$ cat src/rtl/nand_seq_pkg.sv
package nand_seq_pkg;

  typedef enum logic [2:0] {
    BUS_ZERO,
    BUS_ERASE_SETUP,
    BUS_ERASE_GO,
    BUS_READ_ID,
    BUS_ROW_LO,
    BUS_ROW_HI
  } busSel_e;

  typedef struct packed {
    logic    loadRow;
    busSel_e busSel;
    logic    capMaker;
    logic    capDevice;
  } seqCtl_t;

  localparam logic [7:0] OP_ERASE_SETUP = 8'h60;
  localparam logic [7:0] OP_ERASE_GO    = 8'hD0;
  localparam logic [7:0] OP_READ_ID     = 8'h90;

endpackage

$ cat src/rtl/nand_seq_ctrl.sv
module nand_seq_ctrl
  import nand_seq_pkg::*;
#(
  parameter int SETTLE_CYC = 5
) (
  input  logic    clk,
  input  logic    rstN,
  input  logic    start,
  input  logic    opSel,
  output seqCtl_t ctl,
  output logic    cmdLatch,
  output logic    addrLatch,
  output logic    wrStb,
  output logic    rdStb,
  output logic    done
);

  localparam int CNT_W = $clog2(SETTLE_CYC + 1);

  typedef enum logic [3:0] {
    S_IDLE, S_E_SETUP, S_E_ADR0, S_E_ADR1, S_E_GO,
    S_I_CMD, S_I_ADR, S_I_WAIT, S_I_RD0, S_I_RD1, S_DONE
  } state_e;

  state_e state, nextState;
  logic [CNT_W-1:0] waitCnt;

  always_comb begin
    nextState = state;
    case (state)
      S_IDLE:    if (start) nextState = opSel ? S_I_CMD : S_E_SETUP;
      S_E_SETUP: nextState = S_E_ADR0;
      S_E_ADR0:  nextState = S_E_ADR1;
      S_E_ADR1:  nextState = S_E_GO;
      S_E_GO:    nextState = S_DONE;
      S_I_CMD:   nextState = S_I_ADR;
      S_I_ADR:   nextState = S_I_WAIT;
      S_I_WAIT:  if (waitCnt == CNT_W'(SETTLE_CYC - 1)) nextState = S_I_RD0;
      S_I_RD0:   nextState = S_I_RD1;
      S_I_RD1:   nextState = S_DONE;
      default:   nextState = S_IDLE;
    endcase
  end

  always_ff @(posedge clk) begin
    if (!rstN) begin
      state   <= S_IDLE;
      waitCnt <= '0;
    end else begin
      state <= nextState;
      if (state == S_I_WAIT) waitCnt <= waitCnt + 1'b1;
      else                   waitCnt <= '0;
    end
  end

  always_comb begin
    ctl       = '{loadRow: 1'b0, busSel: BUS_ZERO, capMaker: 1'b0, capDevice: 1'b0};
    cmdLatch  = 1'b0;
    addrLatch = 1'b0;
    wrStb     = 1'b0;
    rdStb     = 1'b0;
    done      = 1'b0;
    case (state)
      S_IDLE:    ctl.loadRow = start && !opSel;
      S_E_SETUP: begin cmdLatch  = 1'b1; wrStb = 1'b1; ctl.busSel = BUS_ERASE_SETUP; end
      S_E_ADR0:  begin addrLatch = 1'b1; wrStb = 1'b1; ctl.busSel = BUS_ROW_LO; end
      S_E_ADR1:  begin addrLatch = 1'b1; wrStb = 1'b1; ctl.busSel = BUS_ROW_HI; end
      S_E_GO:    begin cmdLatch  = 1'b1; wrStb = 1'b1; ctl.busSel = BUS_ERASE_GO; end
      S_I_CMD:   begin cmdLatch  = 1'b1; wrStb = 1'b1; ctl.busSel = BUS_READ_ID; end
      S_I_ADR:   begin addrLatch = 1'b1; wrStb = 1'b1; ctl.busSel = BUS_ZERO; end
      S_I_RD0:   begin rdStb = 1'b1; ctl.capMaker  = 1'b1; end
      S_I_RD1:   begin rdStb = 1'b1; ctl.capDevice = 1'b1; end
      S_DONE:    done = 1'b1;
      default:   ;
    endcase
  end

endmodule

$ cat src/rtl/nand_seq_dpath.sv
module nand_seq_dpath
  import nand_seq_pkg::*;
#(
  parameter int BLOCK_W = 12
) (
  input  logic               clk,
  input  logic               rstN,
  input  seqCtl_t            ctl,
  input  logic [BLOCK_W-1:0] blockNum,
  input  logic               pages32,
  input  logic [7:0]         busIn,
  output logic [7:0]         busOut,
  output logic [7:0]         makerId,
  output logic [7:0]         deviceId
);

  localparam int ADDR_BYTES = 2;
  localparam int ROW_W      = 8 * ADDR_BYTES;
  localparam int WIDE_W     = BLOCK_W + 5;

  logic [WIDE_W-1:0] wideRow;
  logic [ROW_W-1:0]  rowAddr;

  always_comb begin
    if (pages32) wideRow = {blockNum, 5'b0};
    else         wideRow = {1'b0, blockNum, 4'b0};
  end

  always_ff @(posedge clk) begin
    if (!rstN) begin
      rowAddr  <= '0;
      makerId  <= '0;
      deviceId <= '0;
    end else begin
      if (ctl.loadRow)   rowAddr  <= ROW_W'(wideRow);
      if (ctl.capMaker)  makerId  <= busIn;
      if (ctl.capDevice) deviceId <= busIn;
    end
  end

  always_comb begin
    case (ctl.busSel)
      BUS_ERASE_SETUP: busOut = OP_ERASE_SETUP;
      BUS_ERASE_GO:    busOut = OP_ERASE_GO;
      BUS_READ_ID:     busOut = OP_READ_ID;
      BUS_ROW_LO:      busOut = rowAddr[7:0];
      BUS_ROW_HI:      busOut = rowAddr[15:8];
      default:         busOut = 8'h00;
    endcase
  end

endmodule

$ cat src/rtl/nand_erase_id_seq.sv
module nand_erase_id_seq
  import nand_seq_pkg::*;
#(
  parameter int BLOCK_W       = 12,
  parameter int CLK_PERIOD_PS = 20000,
  parameter int SETTLE_PS     = 100000
) (
  input  logic               clk,
  input  logic               rstN,
  input  logic               start,
  input  logic               opSel,
  input  logic [BLOCK_W-1:0] blockNum,
  input  logic               pages32,
  output logic               cmdLatch,
  output logic               addrLatch,
  output logic               wrStb,
  output logic               rdStb,
  output logic [7:0]         busOut,
  input  logic [7:0]         busIn,
  output logic [7:0]         makerId,
  output logic [7:0]         deviceId,
  output logic               done
);

  localparam int SETTLE_RAW = (SETTLE_PS + CLK_PERIOD_PS - 1) / CLK_PERIOD_PS;
  localparam int SETTLE_CYC = (SETTLE_RAW < 1) ? 1 : SETTLE_RAW;

  seqCtl_t ctl;

  nand_seq_ctrl #(.SETTLE_CYC(SETTLE_CYC)) ctrl_i (
    .clk(clk), .rstN(rstN), .start(start), .opSel(opSel), .ctl(ctl),
    .cmdLatch(cmdLatch), .addrLatch(addrLatch), .wrStb(wrStb),
    .rdStb(rdStb), .done(done)
  );

  nand_seq_dpath #(.BLOCK_W(BLOCK_W)) dpath_i (
    .clk(clk), .rstN(rstN), .ctl(ctl), .blockNum(blockNum),
    .pages32(pages32), .busIn(busIn), .busOut(busOut),
    .makerId(makerId), .deviceId(deviceId)
  );

endmodule

$ cat config.mk
export PLATFORM = sky130hd
export DESIGN_NAME = nand_erase_id_seq
export DESIGN_NICKNAME = d
export VERILOG_FILES = /design/src/rtl/nand_seq_pkg.sv /design/src/rtl/nand_seq_ctrl.sv /design/src/rtl/nand_seq_dpath.sv /design/src/rtl/nand_erase_id_seq.sv
export SDC_FILE = /design/constraint.sdc
export NUM_CORES = 1
export LEC_CHECK = 0
export BUFFER_PORTS_ARGS = -buffer_cell sky130_fd_sc_hd__buf_2
export CAP_MARGIN = 20
export CORE_ASPECT_RATIO = 2
export CORE_MARGIN = 5
export CORE_UTILIZATION = 45
export DETAILED_ROUTE_END_ITERATION = 16
export HOLD_SLACK_MARGIN = 0.08
export PLACE_DENSITY = 0.68
export REMOVE_ABC_BUFFERS = 1
export SYNTH_ARGS = -nofsm -noshare
export SYNTH_HDL_FRONTEND = slang
export SYNTH_SLANG_ARGS = --single-unit
$ cat constraint.sdc
create_clock -name clk -period 2.4 [get_ports clk]
set_input_delay 0.24 -clock clk [delete_from_list [all_inputs] [get_ports clk]]
set_output_delay 0.24 -clock clk [all_outputs]
set_load 0.01 [all_outputs]
Word level (Yosys, flattened, before mapping)
Cells that the tools add are included.
- bits in registers: 39
- bits in latches: 0
- bits in writable memories: 0
- bits in read-only memories: 0
- input bits: 25
- output and inout port bits: 29
- memories: 0
- $add $sub $neg: 1
- multipliers: 0
- div/mod/pow operators: 0
- $lt $le $gt $ge: 0
- equality and inequality tests: 18
- shift-type cells: 0
- mux-type cells: 15
- bitwise logic cells: 0
- reduce and logical (&&, ||, !) cells: 10
- operators with widths (kind ; number):
    case mux 8 bit (5 select lines) ; 1
    case mux 4 bit (9 select lines) ; 1
    equality test 4 x 3 -> 1 bit, second input constant ; 4
    two-way mux 16 bit ; 1
    case mux 3 bit (5 select lines) ; 1
    equality test 4 bit, second input constant ; 3
    equality test 3 bit, second input constant ; 3
    equality test 4 x 2 -> 1 bit, second input constant ; 2
    two-way mux 1 bit ; 8
    two-way mux 4 bit ; 2
    equality test 3 x 2 -> 1 bit, second input constant ; 2
    OR reduction 3 bit ; 2
    OR reduction 6 bit ; 1
    equality test 4 x 1 -> 1 bit, second input constant ; 1
    zero test 4 bit ; 1
    AND reduction 2 bit ; 2
    OR reduction 2 bit ; 2
    adder 3 x 1 -> 3 bit, second input constant ; 1
    equality test 3 x 1 -> 1 bit, second input constant ; 1
    two-way mux 3 bit ; 1
    != test 2 x 1 -> 1 bit, second input constant ; 1
    != test 2 bit, second input constant ; 1
    logical AND 1 bit ; 1
    zero test 1 bit ; 1

Logic depth before layout (Yosys ltp)
Gate-level depths: netlist (run 1).
- word-level depth: 4
- depth in mapped cells: 5
- depth with buffers taken out: 4

Modules after synthesis
Synthesis (run 1) repeated with hierarchy kept, for this count alone.
- cells, all modules: 188
- area total of the unflattened synthesis: 1791.7 um^2
- modules (own cells, without submodules) (module ; instances ; cells each ; area each (um^2) ; seq. area each (um^2)):
    nand_seq_dpath ; 1 ; 130 ; 1325.0 ; 560.5
    nand_seq_ctrl ; 1 ; 58 ; 466.7 ; 140.1

Worst setup path after synthesis (run 1)
Ideal clock, no wire load.
- path type: reg2out
- start: register ctrl_i.state[2]
- end: output port wrStb
- arrival: 1.262 ns
- slack: 0.898 ns
- cell stages (with the launch flop): 5
- buffers on the path: 2
- cells stage by stage: dfxtp_1 buf_6 clkbuf_1 a211oi_1 or2_2
- word-level cells in the longest chain between the ends: 3
- elaborated cells on any way between the ends: 8
- those cells by class: eq/ne (6); mux (1); reduce/logical (1)
- RTL lines (element ; RTL line ; source):
    from (decl) ; nand_seq_ctrl.sv:25 ; state_e state, nextState;
    from (signal assigned) ; nand_seq_ctrl.sv:50 ; state <= nextState;
    equality test 4 x 3 -> 1 bit (tied with other cells) ; nand_seq_ctrl.sv:63 ; case (state)
    OR reduction 6 bit (no source line) (*) ; -- ;
    two-way mux 1 bit (*) ; nand_seq_ctrl.sv:63 ;
    to (decl) ; nand_erase_id_seq.sv:16 ; output logic wrStb,
Every way passes the cells marked *; elsewhere a longest branch is shown, timed or not.

Final worst setup path (run 1)
- start: register ctrl_i.state[0]
- end: output port busOut[7]
- word-level cells in the longest chain between the ends: 4
- elaborated cells on any way between the ends: 12
- those cells by class: eq/ne (10); mux (2)
- RTL lines (element ; RTL line ; source):
    equality test 4 x 3 -> 1 bit (tied with other cells) ; nand_seq_ctrl.sv:63 ;
    case mux 3 bit (5 select lines) (*) ; nand_seq_ctrl.sv:63 ;
    equality test 3 bit (tied with other cells) ; nand_seq_dpath.sv:42 ; case (ctl.busSel)
    case mux 8 bit (5 select lines) (*) ; nand_seq_dpath.sv:42 ;
    to (decl) ; nand_erase_id_seq.sv:18 ; output logic [7:0] busOut,
Marks and branches as above.

==> reports/qor.yml, run 1 <==
synth:
  synth-seq-area-share: 0.4023
  syn_area_sq_um: 1742
  synth.area.top_cells: "dfxtp_1 (40%), mux2i_1 (11%), a21oi_1 (7.2%)"
  avgSynthCellArea_sq_um: 9.024
  synth-edff-count: 0
  ys.flop_type: "dfxtp_1"
  synth_most_common_cell: "dfxtp_1"
  yosys.area.top_type: "dfxtp_1"
  async_flop_share: 0
  synthDominantCellAreaShare: 0.4023
  synth.cells.most_frequent: "dfxtp_1 (35), a21oi_1 (25), nand2_1 (20)"
  synth_cells: 193
  synth_cell_type_count: 36
  synth_seq_cells: 35
  yosysWarningCount: 0
clock_tree:
  cts_hold_buf: 0
  cts-root-buf: "clkbuf_8"
  path_clk_slew_ns: 0.08
  post-cts-setup-buffers: 0
  clockBufferDepth: 2
  cts_buffers: 5
  postCtsResizedCells: 0
  cts_tree: "done"
  cts-htree-levels: 2
  clkLatencyLatePin_ns: 0.28
  clock-sinks: 35
finish:
  area_delta_synth_final_pct: 20.40
  nets: 267
  final_cell_count_no_fill: 292
  final_cell_area_sq_um: 2097
  drive_above_1_share: 0.3071
  antenna_cells: 0
  nFillCells: 371
die:
  die_y_microns: 97.98
  die_area_sq_um: 5290
  core_area_sq_um: 3804
  num_rows: 32
  ioPinCount: 54
  start_util: 0.4579
  die-width_microns: 53.99
timing:
  final.setup.tns_ns: 0
  drv_slew: 0
  tightest_slew_ns: 0.8237
  slew_headroom: 0.4501
  min_period_ns: 2.130
  final_hold_viol_count: 0
  finalCritPeriodShare: 0.8877
  final.setup_skew_ns: 0.006829
  rsz0062_at_grt: "false"
  setup_viol: 0
  fmax_mhz: 469.4
placement:
  gp_congestion: 0.7679
  dp.cells: 284
  dp_hpwl_microns: 3118
  portBuffers: 53
  placed_cell_area_sq_um: 1993
pwr:
  power_leakage_nw: 0.8935
  ir_worst_vdd_v: 0.0005867
  power_density_nw_per_um2: 1010
drt:
  drtIter0Drc: 27
  first_pass_iters: 4
  drc: 0
  wire_per_inst_microns: 13.98
  num_vias: 1534
  vias_per_cell: 5.253
  drt-total-wl_microns: 4082
  drtAntennaViolNets: 0
grt:
  grt.overflow.total: 0
  grt_pass1_vias: 1482
  grt_max_degree: 22
  antenna_found_initial: 0
  grt_use_total: 0.1699
  grt_pass1_wl_microns: 6824
setup_path:
  cp-start-kind: "register"
  r2r-start: "ctrl_i.state[0]$_SDFFE_PN0P_"
  critPathKind: "register to output port"
  required_ns: 2.16
  endpoint_kind: "output port"
  ff2ff_setup_slack_ns: 0.59
  critPathLaunch: "ctrl_i.state[0]$_SDFFE_PN0P_"
  rr_worst_depth: 3
  path_max_fanout: 21
  crit_arrival_ns: 1.89
run_status:
  status: "complete, no violations"
worst_hold_path:
  min_delay_path_depth: 3
  min_path_type: "input pin to register"
  hold_start: "busIn[4]"
flow_run:
  max-cap-violations: 0
cell usage in the layout (no fill, tap or decap), types with 3 or more instances in the layout:
| cell type | instances |
|---|---|
| nand2_1 | 20 |
| buf_2 | 53 |
| a21oi_1 | 25 |
| mux2i_1 | 19 |
| clkbuf_8 | 7 |
| buf_4 | 3 |
| xnor2_1 | 3 |
| dfxtp_1 | 35 |
| and2_1 | 5 |
| inv_1 | 7 |
| a211oi_1 | 12 |
| nor2b_1 | 4 |
| nor2_1 | 16 |
critical path, cell delays in order, from the launching register on:
cell	delay (ns)
dfxtp_1	0.86
mux2_2	0.41
a21oi_1	0.14
nor2_1	0.05
buf_2	0.16
sequential cells by signal (all words and copies together), names as in the netlist:
register,flops
dpath_i.rowAddr,12
dpath_i.makerId,8
ctrl_i.state,4
dpath_i.deviceId,8
ctrl_i.waitCnt,3
cell families after synthesis:
family,Yosys count,share of synthesized area
flops,35,0.4023
xor+xnor,3,0.01509
mux,21,0.1221
fa+ha+maj,2,0.01437
buf+inv,23,0.07256
simple gates,60,0.1932
compound gates,49,0.1803
final cells by class:
cell class | count | area [sq um] | share of cell area
Inverter | 7 | 26.28 | 0.01253
Tap cell | 51 | 63.81 | 0.03043
Clock inverter | 1 | 7.507 | 0.003580
Sequential cell | 35 | 700.7 | 0.3341
Multi-Input combinational cell | 135 | 914.6 | 0.4362
Timing Repair Buffer | 56 | 287.8 | 0.1372
Clock buffer | 7 | 96.34 | 0.04594
final timing paths:
| kind | end |
|---|---|
| worst max-delay path | busOut[7] |
| worst min-delay path | dpath_i.makerId[4]$_SDFFE_PN0P_ |
| worst max register to register | dpath_i.deviceId[3]$_SDFFE_PN0P_ |
| worst min register to register | ctrl_i.waitCnt[0]$_SDFF_PN0_ |
metal layers:
metal  vias up  track usage  wire, microns
met5         -            0              0
met4         0      0.08445            146
met3        11      0.03206            191
met2        46       0.2953           2230
met1       710       0.1849           1513
li1        767            -              -
power by group:
part / leakage, nW / total [W] / switching (W) / internal, W
Sequential: 0.284 / 0.000874 / 0.000199 / 0.000676
Combinational: 0.559 / 0.000770 / 0.000396 / 0.000374
Clock: 0.0505 / 0.000473 / 0.000212 / 0.000261
per-stage QoR:
step	power [W]	utilization	hold WS [ns]	worst slack (ns)
floorplan	0.001364	-	0.3760	0.7060
global placement	0.001651	0.5240	0.4343	0.5939
detailed placement	0.001662	0.5240	0.4360	0.5914
CTS	0.002140	0.5513	0.1951	0.2803
global route	0.002273	0.5513	0.2079	0.1176
finish	0.002117	0.5513	0.2002	0.2695
Power figures use the tool's default switching activity.
==> run 2: changes to the inputs <==
--- a/config.mk
+++ b/config.mk
@@ -12,7 +12,7 @@
 export CORE_UTILIZATION = 45
 export DETAILED_ROUTE_END_ITERATION = 16
 export HOLD_SLACK_MARGIN = 0.08
-export PLACE_DENSITY = 0.68
+export PLACE_DENSITY_LB_ADDON = 0.08
 export REMOVE_ABC_BUFFERS = 1
 export SYNTH_ARGS = -nofsm -noshare
 export SYNTH_HDL_FRONTEND = slang
==> run 2 against run 1 <==
Against the previous run: sequential power fell by 1%; power fell by 2.5%; sequential share of layout area rose by 0.26 points; combinational power barely moved; cell count fell by 0.34%.
==> reports/qor.yml, run 2 (synthesis gave the netlist of run 1 again) <==
run_status:
  status: "complete, no violations"  # unchanged
finish:
  nets: 267  # unchanged
  antenna_cells: 0  # unchanged
  final_common_cell: "buf_2"  # unchanged
  largest_reg_flops: 12  # unchanged
  drive_above_1_share: 0.3042  # was 0.3071
  area_delta_synth_final_pct: 19.47  # was 20.40%
  nFillCells: 403  # was 371
  reg.largest.list: "dpath_i.rowAddr (12), dpath_i.deviceId (8), dpath_i.makerId (8)"  # unchanged
  layout_common_cells: "buf_2 (53), dfxtp_1 (35), a21oi_1 (25)"  # unchanged
  fin_util: 0.5470  # was 0.5513
  top_register: "dpath_i.rowAddr"  # unchanged
  final_cell_area_sq_um: 2081  # was 2097 sq um
pwr:
  pwr-share-seq: 0.419  # was 0.413
  power_density_nw_per_um2: 992.5  # was 1010 nW/um^2
  p_int_w: 0.001274  # was 0.001310 W
  switching_power_w: 0.0007915  # was 0.0008069 W
  power_leakage_nw: 0.8901  # was 0.8935 nW
  ir_worst_vdd_v: 0.0005889  # was 0.0005867 V
  pwr-share-comb: 0.374  # was 0.364
  p_clk_frac: 0.207  # was 0.223
  switching_share: 0.3832  # was 0.3811
grt:
  grt_use_total: 0.1731  # was 0.1699
  grt_pass1_vias: 1534  # was 1482
  grt_max_degree: 22  # unchanged
  grt_pass1_wl_microns: 6996  # was 6824 microns
  grt.overflow.total: 0  # unchanged
  antenna_found_initial: 0  # unchanged
timing:
  tightest_slew_ns: 0.7842  # was 0.8237 ns
  final.setup.tns_ns: 0  # unchanged
  final_hold_viol_count: 0  # unchanged
  rsz0062_at_grt: "false"  # unchanged
  drv_slew: 0  # unchanged
  min_period_ns: 2.117  # was 2.130 ns
  slew_headroom: 0.4765  # was 0.4501
  finalCritPeriodShare: 0.8820  # was 0.8877
  fmax_mhz: 472.4  # was 469.4 MHz
  final.setup_skew_ns: 0.005136  # was 0.006829 ns
  setup_viol: 0  # unchanged
  finalWorstSetupSlack_ns: 0.2831  # was 0.2695 ns
clock_tree:
  post-cts-setup-buffers: 0  # unchanged
  clkLatencyLatePin_ns: 0.28  # about the same
  cts_buffers: 5  # unchanged
  postCtsResizedCells: 0  # unchanged
  cts-root-buf: "clkbuf_8"  # unchanged
  cts-htree-levels: 2  # unchanged
  path_clk_slew_ns: 0.07  # was 0.08 ns
  cts_tree: "done"  # unchanged
  clockBufferDepth: 2  # unchanged
  clock-sinks: 35  # unchanged
  cts_hold_buf: 0  # unchanged
setup_path:
  crit_arrival_ns: 1.88  # was 1.89 ns
  worst_path_max_delay_cell: "dfxtp_1"  # unchanged
  cpPeakStageDelay_ns: 0.83  # was 0.86 ns
  endpoint_kind: "output port"  # unchanged
  crit_family: "flip-flops"  # unchanged
  cp.depth: 4  # unchanged
  cp-start-kind: "register"  # unchanged
  path_buf_inv: 1  # unchanged
  path_max_fanout: 21  # unchanged
  path_cells: "mux2_2, a21oi_1, nor2_1, buf_2"  # unchanged
  critPathKind: "register to output port"  # unchanged
  r2r-start: "ctrl_i.state[0]$_SDFFE_PN0P_"  # unchanged
  required_ns: 2.16  # about the same
  rr_worst_depth: 3  # unchanged
  ff2ff_setup_slack_ns: 0.61  # was 0.59 ns
  r2r_end: "dpath_i.deviceId[0]$_SDFFE_PN0P_"  # was dpath_i.deviceId[3]$_SDFFE_PN0P_
placement:
  portBuffers: 53  # unchanged
  gp_congestion: 0.7482  # was 0.7679
  placed_cell_area_sq_um: 1993  # unchanged
  dp_hpwl_microns: 3055  # was 3118 microns
  pre_cts_ws_ns: 0.5856  # was 0.5914 ns
drt:
  num_vias: 1496  # was 1534
  drtIter0Drc: 12  # was 27
  vias_per_cell: 5.141  # was 5.253
  first_pass_iters: 4  # unchanged
  drt-total-wl_microns: 4086  # was 4082 microns
  wire_per_inst_microns: 14.04  # was 13.98 microns
  drc: 0  # unchanged
  drtAntennaViolNets: 0  # unchanged
die:
  die_area_sq_um: 5290  # unchanged
  num_rows: 32  # unchanged
  die_y_microns: 97.98  # unchanged
  die-width_microns: 53.99  # unchanged
  start_util: 0.4579  # unchanged
  core_area_sq_um: 3804  # unchanged
  ioPinCount: 54  # unchanged
worst_hold_path:
  holdPathEnd: "dpath_i.makerId[3]$_SDFFE_PN0P_"  # was dpath_i.makerId[4]$_SDFFE_PN0P_
  min_path_type: "input pin to register"  # unchanged
  hold_start: "busIn[3]"  # was busIn[4]
  min_delay_path_depth: 3  # unchanged
flow_run:
  max-cap-violations: 0  # unchanged
## run 2: area by class of cell
| type | instances | area (sq um) | share of cell area |
|---|---|---|---|
| Tap cell | 51 | 63.81 | 0.03067 |
| Timing Repair Buffer | 56 | 287.8 | 0.1383 |
| Inverter | 7 | 26.28 | 0.01263 |
| Multi-Input combinational cell | 135 | 914.6 | 0.4396 |
| Clock inverter | 1 | 5.005 | 0.002405 |
| Clock buffer | 6 | 82.58 | 0.03969 |
| Sequential cell | 35 | 700.7 | 0.3367 |
## run 2: through the flow
step	hold WS, ns	power (W)	instances
after CTS	0.1969	0.002094	291
after detailed placement	0.4387	0.001659	284
after floorplan	0.3760	0.001364	177
final	0.2033	0.002065	291
after global routing	0.2035	0.002225	291
after global placement	0.4312	0.001660	284
## run 2: how the worst max path moves through the flow
stage,startpoint,to
floorplan,ctrl_i.state[2]$_SDFFE_PN0P_,dpath_i.rowAddr[10]$_SDFFE_PN0P_
global placement,ctrl_i.state[0]$_SDFFE_PN0P_,busOut[7]
detailed placement,ctrl_i.state[0]$_SDFFE_PN0P_,busOut[7]
CTS,ctrl_i.state[0]$_SDFFE_PN0P_,busOut[7]
global route,ctrl_i.state[1]$_SDFFE_PN0P_,wrStb
finish,ctrl_i.state[0]$_SDFFE_PN0P_,busOut[7]
## run 2: per-layer routing
layer,GRT usage,share of wire
met2,0.2850,0.51
met3,0.04580,0.048
met1,0.1983,0.41
met4,0.08253,0.031
met5,0,0
## run 2: worst register-to-register path: cells and delay by family, from the launching register on
kind | cells | cell delay, ns
DFF | 1 | 0.83
and+or+nand+nor | 2 | 0.62
muxes | 1 | 0.22
## run 2: power by group through the flow
stage                     sequential, W  combinational, W  clock [W]
after detailed placement       0.000878          0.000782          0
after CTS                      0.000866          0.000786   0.000442
after global routing           0.000887          0.000872   0.000466
after floorplan                0.000841          0.000523          0
final                          0.000865          0.000773   0.000427
after global placement         0.000878          0.000782          0
==> run 3: changes to the inputs <==
--- a/config.mk
+++ b/config.mk
@@ -12,7 +12,7 @@
 export CORE_UTILIZATION = 45
 export DETAILED_ROUTE_END_ITERATION = 16
 export HOLD_SLACK_MARGIN = 0.08
-export PLACE_DENSITY_LB_ADDON = 0.08
+export PLACE_DENSITY = 0.79
 export REMOVE_ABC_BUFFERS = 1
 export SYNTH_ARGS = -nofsm -noshare
 export SYNTH_HDL_FRONTEND = slang
==> run 3 against run 2 <==
Against the previous run: sequential cell count is the same; critical path depth unchanged; utilization shrank 0.16 points; combinational power increased by 1%; sequential power about the same; global-route usage fell by 0.64 points; power down 0.82%.
==> reports/qor.yml, run 3 (synthesis gave the netlist of run 1 again) <==
timing:
  final.setup_skew_ns: 0.002921  # was 0.005136 ns
  slew_headroom: 0.4940  # was 0.4765
  setup_viol: 0  # unchanged
  final.setup.tns_ns: 0  # unchanged
  finalCritPeriodShare: 0.8849  # was 0.8820
  final_hold_viol_count: 0  # unchanged
  fmax_mhz: 470.9  # was 472.4 MHz
  drv_slew: 0  # unchanged
  min_period_ns: 2.124  # was 2.117 ns
  rsz0062_at_grt: "false"  # unchanged
  tightest_slew_ns: 0.7579  # was 0.7842 ns
  hold_ws_ns: 0.2020  # was 0.2033 ns
placement:
  portBuffers: 53  # unchanged
  gp_congestion: 0.7381  # was 0.7482
  dp_hpwl_microns: 3031  # was 3055 microns
die:
  num_rows: 32  # unchanged
  die_y_microns: 97.98  # unchanged
  start_util: 0.4579  # unchanged
  core_area_sq_um: 3804  # unchanged
  die-width_microns: 53.99  # unchanged
  die_area_sq_um: 5290  # unchanged
  ioPinCount: 54  # unchanged
worst_hold_path:
  min_path_type: "input pin to register"  # unchanged
  min_delay_path_depth: 3  # unchanged
  hold_start: "busIn[3]"  # unchanged
setup_path:
  rr_worst_depth: 3  # unchanged
  required_ns: 2.16  # about the same
  path_max_fanout: 21  # unchanged
  cp-start-kind: "register"  # unchanged
  endpoint_kind: "output port"  # unchanged
  critPathKind: "register to output port"  # unchanged
  crit_arrival_ns: 1.88  # about the same
  r2r-start: "ctrl_i.state[0]$_SDFFE_PN0P_"  # unchanged
  critPathLaunch: "ctrl_i.state[0]$_SDFFE_PN0P_"  # unchanged
finish:
  reg.largest.list: "dpath_i.rowAddr (12), dpath_i.deviceId (8), dpath_i.makerId (8)"  # unchanged
  top_register: "dpath_i.rowAddr"  # unchanged
  nFillCells: 368  # was 403
  largest_reg_flops: 12  # unchanged
  drive_above_1_share: 0.2988  # was 0.3042
  nets: 267  # unchanged
  multi_input_area_sq_um: 914.6  # unchanged
  regArea_sq_um: 700.7  # unchanged
  antenna_cells: 0  # unchanged
  area_delta_synth_final_pct: 19.11  # was 19.47%
  layout_common_cells: "buf_2 (53), dfxtp_1 (35), a21oi_1 (25)"  # unchanged
  final_common_cell: "buf_2"  # unchanged
drt:
  num_vias: 1524  # was 1496
  drt-total-wl_microns: 3873  # was 4086 microns
  drc: 0  # unchanged
  first_pass_iters: 4  # unchanged
  wire_per_inst_microns: 13.26  # was 14.04 microns
  vias_per_cell: 5.219  # was 5.141
  drtAntennaViolNets: 0  # unchanged
  drtIter0Drc: 24  # was 12
grt:
  grt_max_degree: 23  # was 22
  grt_use_total: 0.1667  # was 0.1731
  grt.overflow.total: 0  # unchanged
  grt_pass1_vias: 1514  # was 1534
  grt_pass1_wl_microns: 6568  # was 6996 microns
  antenna_found_initial: 0  # unchanged
pwr:
  p_total_w: 0.002048  # was 0.002065 W
  power_leakage_nw: 0.8852  # was 0.8901 nW
  power_density_nw_per_um2: 987.4  # was 992.5 nW/um^2
  ir_worst_vdd_v: 0.0005375  # was 0.0005889 V
flow_run:
  max-cap-violations: 0  # unchanged
clock_tree:
  cts_hold_buf: 0  # unchanged
  clockBufferDepth: 2  # unchanged
  cts-htree-levels: 2  # unchanged
  cts_tree: "done"  # unchanged
  path_clk_slew_ns: 0.06  # was 0.07 ns
  clock-sinks: 35  # unchanged
  cts_buffers: 5  # unchanged
  post-cts-setup-buffers: 0  # unchanged
  postCtsResizedCells: 0  # unchanged
  clkLatencyLatePin_ns: 0.28  # about the same
  cts-root-buf: "clkbuf_8"  # unchanged
run_status:
  status: "complete, no violations"  # unchanged
-- run 3: cell count changes in the layout (fill, tap and decap cells not counted) --
cell	delta
clkbuf_1	+2
clkbuf_8	-1
-- run 3: final timing paths --
check / end / slack [ns]
worst max-delay path: busOut[4] / 0.28
worst min-delay path: dpath_i.makerId[3]$_SDFFE_PN0P_ / 0.20
worst max register to register: dpath_i.deviceId[4]$_SDFFE_PN0P_ / 0.63
worst min register to register: ctrl_i.waitCnt[0]$_SDFF_PN0_ / 0.45
-- run 3: area by class of cell --
type | count | area share
Tap cell | 51 | 0.03076
Timing Repair Buffer | 56 | 0.1387
Multi-Input combinational cell | 135 | 0.4409
Inverter | 7 | 0.01267
Clock buffer | 7 | 0.03679
Clock inverter | 1 | 0.002413
Sequential cell | 35 | 0.3378
-- run 3: critical path, stage by stage (launching register included) --
cell     delay [ns]
dfxtp_1        0.81
mux2_2         0.41
a21oi_1        0.16
nor2_1         0.06
buf_2          0.16
-- run 3: where the power goes --
| group | leakage (nW) | internal [W] | switching [W] |
|---|---|---|---|
| registers | 0.284 | 0.000676 | 0.000188 |
| clock network | 0.0422 | 0.000203 | 0.000198 |
| logic | 0.559 | 0.000373 | 0.000410 |
-- run 3: metal layers --
| metal | global-route usage | vias up | wire [microns] |
|---|---|---|---|
| met3 | 0.04275 | 12 | 182 |
| met4 | 0.09789 | 0 | 167 |
| li1 | - | 769 | - |
| met2 | 0.2981 | 45 | 2127 |
| met1 | 0.1583 | 698 | 1394 |
| met5 | 0 | - | 0 |
-- run 3: per-stage QoR --
stage,setup slack [ns],cells,utilization,area (sq um)
2_1_floorplan,0.7060,177,-,1642
3_3_place_gp,0.6241,284,0.5240,1993
3_5_place_dp,0.5716,284,0.5240,1993
4_1_cts,0.2619,292,0.5454,2074
5_1_grt,0.08055,292,0.5454,2074
6_report,0.2763,292,0.5454,2074
